### src/rtl/xbank_pkg.sv
package xbank_pkg;

    localparam int ADDR_W  = 3;
    localparam int NCHUNK  = 1 << ADDR_W;
    localparam int DATA_W  = NCHUNK;
    localparam int BANK_W  = DATA_W;

    typedef logic [ADDR_W-1:0] chunk_t;
    typedef logic [NCHUNK-1:0] cmask_t;
    typedef logic [BANK_W-1:0] bank_t;

    // Register codes equal the top three address bits of the register
    typedef enum logic [ADDR_W-1:0] {
        RSEL_OWN    = 3'd2,   // 0x40 ownership mask (gated by number match)
        RSEL_TARGET = 3'd4,   // 0x80 target bank number (all banks)
        RSEL_STRIP  = 3'd5,   // 0xA0 strip mask / identity load in setup
        RSEL_MODE   = 3'd6    // 0xC0 mode control, handled outside this unit
    } rsel_e;

    typedef struct packed {
        bank_t  target;
        bank_t  ident;
        cmask_t own;
    } bank_state_t;

    localparam bank_state_t STATE_RESET = '0;

    // Value returned for the mode/strip pair; bit 2 low flags presence
    localparam logic [DATA_W-1:0] PRESENT_WORD = '0;

    function automatic logic chunk_owned(cmask_t m, chunk_t c);
        return m[c];
    endfunction

endpackage

### src/rtl/xbank_regs.sv
module xbank_regs
    import xbank_pkg::*;
(
    input  logic                 clk,
    input  logic                 rst,
    input  logic                 wr_stb,
    input  logic [ADDR_W-1:0]    wr_reg,
    input  logic [DATA_W-1:0]    wr_data,
    input  logic                 setup_mode,
    input  logic                 chain_tok,
    output bank_state_t          st,
    output logic                 num_match
);

    bank_state_t st_nx;
    logic        hit_target, hit_own, hit_strip;

    assign hit_target = wr_stb && (wr_reg == RSEL_TARGET);
    assign hit_own    = wr_stb && (wr_reg == RSEL_OWN);
    assign hit_strip  = wr_stb && (wr_reg == RSEL_STRIP);
    assign num_match  = (st.target == st.ident);

    always_comb begin
        st_nx = st;
        if (hit_target)
            st_nx.target = bank_t'(wr_data);
        if (hit_own && num_match)
            st_nx.own = cmask_t'(wr_data);
        if (hit_strip) begin
            if (setup_mode) begin
                if (chain_tok)
                    st_nx.ident = bank_t'(wr_data);
            end else begin
                st_nx.own = st.own & ~cmask_t'(wr_data);
            end
        end
    end

    always_ff @(posedge clk) begin
        if (rst) st <= STATE_RESET;
        else     st <= st_nx;
    end

    // reset empties ownership
    p_reset_clear_r1: assert property (@(posedge clk)
        rst |=> (st.own == '0 && st.target == '0 && st.ident == '0));

    // target number loads in every bank
    p_target_load_r2: assert property (@(posedge clk) disable iff (rst)
        hit_target |=> st.target == bank_t'($past(wr_data)));

    // ownership write without match is dropped
    p_own_guard_r3: assert property (@(posedge clk) disable iff (rst)
        (hit_own && st.target != st.ident) |=> $stable(st.own));

    // strip mask leaves no stripped bit set
    p_strip_clear_r4: assert property (@(posedge clk) disable iff (rst)
        (hit_strip && !setup_mode) |=> ((st.own & cmask_t'($past(wr_data))) == '0));

    // setup-phase write never touches ownership
    p_setup_keep_r5: assert property (@(posedge clk) disable iff (rst)
        (hit_strip && setup_mode) |=> $stable(st.own));

    // unused register codes change nothing
    p_unused_code_r13: assert property (@(posedge clk) disable iff (rst)
        (wr_stb && !(wr_reg inside {RSEL_OWN, RSEL_TARGET, RSEL_STRIP})) |=> $stable(st));

endmodule

### src/rtl/xbank_decode.sv
module xbank_decode
    import xbank_pkg::*;
#(
    parameter logic [NCHUNK-1:0] CODE_MASK = 8'h88,
    parameter bit                CODE_RUN  = 1'b1
) (
    input  cmask_t  own,
    input  chunk_t  addr_hi,
    input  logic    ioa5,
    input  logic    bus_iso,
    output logic    mem_en,
    output logic    bank_claim
);

    logic owned, code_ok;

    assign owned = chunk_owned(own, addr_hi);

    generate
        if (CODE_RUN) begin : g_code_run
            assign code_ok = CODE_MASK[addr_hi];
        end else begin : g_no_code_run
            assign code_ok = 1'b0;
        end
    endgenerate

    assign bank_claim = owned && !bus_iso;
    assign mem_en     = owned && !bus_iso && (ioa5 || code_ok);

endmodule

### src/rtl/xbank_readback.sv
module xbank_readback
    import xbank_pkg::*;
(
    input  logic               rd_en,
    input  logic               rd_pair,
    input  logic               num_match,
    input  cmask_t             own,
    output logic               rd_oe,
    output logic [DATA_W-1:0]  rd_data
);

    assign rd_oe = rd_en && num_match;

    always_comb begin
        if (!rd_oe)       rd_data = '0;
        else if (rd_pair) rd_data = DATA_W'(own);
        else              rd_data = PRESENT_WORD;
    end

endmodule

### src/rtl/xbank_owner.sv
module xbank_owner
    import xbank_pkg::*;
#(
    parameter logic [NCHUNK-1:0] CODE_MASK = 8'h88,
    parameter bit                CODE_RUN  = 1'b1
) (
    input  logic               clk,
    input  logic               rst,
    input  logic               wr_stb,
    input  logic [ADDR_W-1:0]  wr_reg,
    input  logic [DATA_W-1:0]  wr_data,
    input  logic               setup_mode,
    input  logic               chain_tok,
    input  logic [ADDR_W-1:0]  addr_hi,
    input  logic               ioa5,
    input  logic               bus_iso,
    input  logic               rd_en,
    input  logic               rd_pair,
    output logic               mem_en,
    output logic               bank_claim,
    output logic               rd_oe,
    output logic [DATA_W-1:0]  rd_data
);

    bank_state_t st;
    logic        num_match;

    xbank_regs u_regs (
        .clk        (clk),
        .rst        (rst),
        .wr_stb     (wr_stb),
        .wr_reg     (wr_reg),
        .wr_data    (wr_data),
        .setup_mode (setup_mode),
        .chain_tok  (chain_tok),
        .st         (st),
        .num_match  (num_match)
    );

    xbank_decode #(
        .CODE_MASK (CODE_MASK),
        .CODE_RUN  (CODE_RUN)
    ) u_decode (
        .own        (st.own),
        .addr_hi    (addr_hi),
        .ioa5       (ioa5),
        .bus_iso    (bus_iso),
        .mem_en     (mem_en),
        .bank_claim (bank_claim)
    );

    xbank_readback u_rdbk (
        .rd_en     (rd_en),
        .rd_pair   (rd_pair),
        .num_match (num_match),
        .own       (st.own),
        .rd_oe     (rd_oe),
        .rd_data   (rd_data)
    );

    // isolation silences both enables
    p_iso_quiet_r8: assert property (@(posedge clk) disable iff (rst)
        bus_iso |-> (!mem_en && !bank_claim));

    // memory enable only for a claimed chunk
    p_en_needs_claim_r6: assert property (@(posedge clk) disable iff (rst)
        mem_en |-> bank_claim);

    // pads are driven only during a read
    p_oe_needs_rd_r11: assert property (@(posedge clk) disable iff (rst)
        !rd_en |-> (!rd_oe && rd_data == '0));

endmodule

### config.mk
export PLATFORM = sky130hd
export DESIGN_NAME = xbank_owner
export DESIGN_NICKNAME = d
export VERILOG_FILES = /design/src/rtl/xbank_pkg.sv /design/src/rtl/xbank_regs.sv /design/src/rtl/xbank_decode.sv /design/src/rtl/xbank_readback.sv /design/src/rtl/xbank_owner.sv
export SDC_FILE = /design/constraint.sdc
export NUM_CORES = 1
export LEC_CHECK = 0
export BUFFER_PORTS_ARGS = -buffer_cell sky130_fd_sc_hd__buf_2
export CORE_ASPECT_RATIO = 1.2
export CORE_MARGIN = 2
export CORE_UTILIZATION = 50
export DETAILED_ROUTE_END_ITERATION = 10
export GPL_TIMING_DRIVEN = 1
export PLACE_DENSITY = 0.76
export SYNTH_ARGS = -nofsm -noshare
export SYNTH_HDL_FRONTEND = slang
export SYNTH_SLANG_ARGS = --single-unit
### constraint.sdc
create_clock -name clk -period 4.45 [get_ports clk]
set_clock_uncertainty 0.05 [all_clocks]
set_input_delay 0.89 -clock clk [delete_from_list [all_inputs] [get_ports clk]]
set_output_delay 0.89 -clock clk [all_outputs]
set_load 0.03 [all_outputs]
==> impl_metrics.tcl <==
set metrics [dict create \
    crit_chain "xor2_1 > nor4_2 > and4_1 > and2_1 > buf_2" \
    ir_drop_v 0.000239 \
    drive_above_1_share 0.344 \
    drc 0 \
    final-setup-viol-count 0 \
    final_cell_mix "33 x buf_2, 24 x dfxtp_1, 17 x mux2i_1, 17 x nor2_1, 9 x nor3_1" \
    gp_congestion 0.785 \
    design_area_um2 1500 \
    dr.pass1.iters 4 \
    fmax_ghz 0.302 \
    placed_area_um2 1460 \
    initial_core_util 0.512 \
    cts_sinks 24 \
    crit_path_end_kind "output pin" \
    ys_warn_count 0 \
    final_cells 193 \
    whs_path_depth 2 \
    cts_resized 0 \
    syn_avg_cell_area_um2 9.90 \
    tns_ns 0 \
    min_period_over_period 0.743 \
    cts_max_level 1 \
    post_cts_buffers 0 \
    ctsHoldBuffers 0 \
    post-route-min-period_ns 3.31 \
    synth_area_um2 1270 \
    io_pins 34 \
    grt_pass1_wl_mm 4.25 \
    cts_root_buf "clkbuf_4" \
    wl_mm 2.45 \
    maxCapViolCount 0 \
    cts_buffer_depth 2 \
    fp.dieArea_um2 2960 \
    final_util 0.605 \
    synth_top_flop_cell "dfxtp_1" \
    synth_nets 151 \
    die_h_um 59.2 \
    cts_tree "built" \
    top_regs "u_regs.st x24" \
    critPathMaxStageDelay_ns 0.78 \
    insertion_delay_ns 0.32 \
    yosysUniqueCellTypes 22 \
    io_buffers 33 \
    dp_slack_ns 1.51 \
    crit_arrival_ns 2.37 \
    vias 1030 \
    drt_iter0_markers 13 \
    rows 20 \
    finalPower_mw 0.401 \
    powerDensity_nw_per_um2 268 \
    status "completed" \
    yosysSeqAreaShare 0.379 \
    antenna_found_initial 0 \
    max_slew_margin 0.416 \
    grt_max_degree 25 \
    dieWidth_um 50.0 \
    r2r_slack_ns 2.29 \
    path_clk_slew_ns 0.13 \
    antenna_cells 0 \
    grt_util_all_layers 0.190 \
    wl_per_cell_um 12.7 \
    rsz0062_at_grt "false" \
    largest_reg_flops 24 \
    cp-start-kind "register" \
    ff2ff_path_depth 4 \
    tightest_slew_ns 0.868 \
    hold_start "u_regs.st[21]" \
    layout_commonest_cell "buf_2" \
    r2r_end "u_regs.st[4]" \
    final_max_slew_viol_count 0 \
    finalWorstSetupSlack_ns 1.14 \
    syn-instance-count 128 \
    r2r-start "u_regs.st[23]" \
    first_global_vias 997 \
    p_leak_nw 0.651 \
    hold_path_class "reg -> reg" \
    worstPathMaxFanout 11 \
    crit_path_top_delay_cell "nor4_2" \
    holdWs_ns 0.484 \
    dp_hpwl_mm 1.99 \
    grt_overflow 0 \
    async_flop_share 0 \
    ant_nets 0 \
    synth-edff-count 0 \
    ys_ff_latch 24 \
    vias_per_cell 5.34 \
    cts_buffers 3 \
    area_growth_pct 18.2 \
    min_delay_worst_endpoint "u_regs.st[21]" \
    core-area_um2 2480 \
    timing.final.hold_violations 0 \
    fill_cells 229 \
    nets 184 \
    setup.worst_path.class "reg -> out" \
    placedCellCount 189 \
    top_register "u_regs.st" \
    crit_required_ns 3.51 \
]
[routing by layer]
layer,global-route usage,share of wire
met1,0.217,0.44
met3,0.0152,0.040
met4,0.111,0.024
met5,0,0
met2,0.349,0.50
[cells in the mapped netlist (2+ instances only)]
library cell / count / area, um^2
dfxtp_1: 24 / 480
mux2i_1: 17 / 170
nor2_1: 17 / 63.8
nor3_1: 9 / 45.0
a2111oi_2: 8 / 120
a31oi_1: 8 / 50.1
and2_1: 8 / 50.1
inv_1: 8 / 30.0
xor2_1: 8 / 70.1
buf_2: 3 / 15.0
and3_1: 2 / 12.5
buf_4: 2 / 15.0
clkbuf_1: 2 / 7.51
mux4_2: 2 / 45.0
nor4_2: 2 / 25.0
nor4bb_1: 2 / 20.0
[cell type report]
| cell class | count | area (um^2) | area share |
|---|---|---|---|
| clock buffers | 4 | 36.3 | 0.0242 |
| inverters | 8 | 30.0 | 0.0201 |
| multi-input cells | 88 | 722 | 0.482 |
| flip-flops and latches | 24 | 480 | 0.321 |
| well taps | 33 | 41.3 | 0.0276 |
| repair buffers | 36 | 188 | 0.125 |
[where the power goes]
group | switching [mW] | internal (mW)
clock network | 0.0666 | 0.0501
logic | 0.0364 | 0.0256
registers | 0.00299 | 0.220
[worst max path at each step]
stage	start	end	cells after the start
floorplan	addr_hi[0]	mem_en	3
global placement	addr_hi[0]	mem_en	5
detailed placement	addr_hi[0]	mem_en	5
CTS	u_regs.st[23]	rd_data[6]	5
global route	u_regs.st[23]	rd_data[4]	5
finish	u_regs.st[23]	rd_data[6]	5
[kinds of logic after synthesis]
logic type                share of synthesized area
AOI/OAI and AO/OA                             0.138
xor gates and xnor gates                     0.0553
muxes                                         0.170
buffers and inverters                        0.0563
DFF                                           0.379
and+or+nand+nor                               0.201
[worst max-delay path: cells and delay by family, from the launching register on]
kind,cells,cell delay [ns]
xor+xnor,1,0.17
buf+inv,1,0.19
flops,1,0.34
simple gates,3,1.34
(Power assumes the default switching activity.)
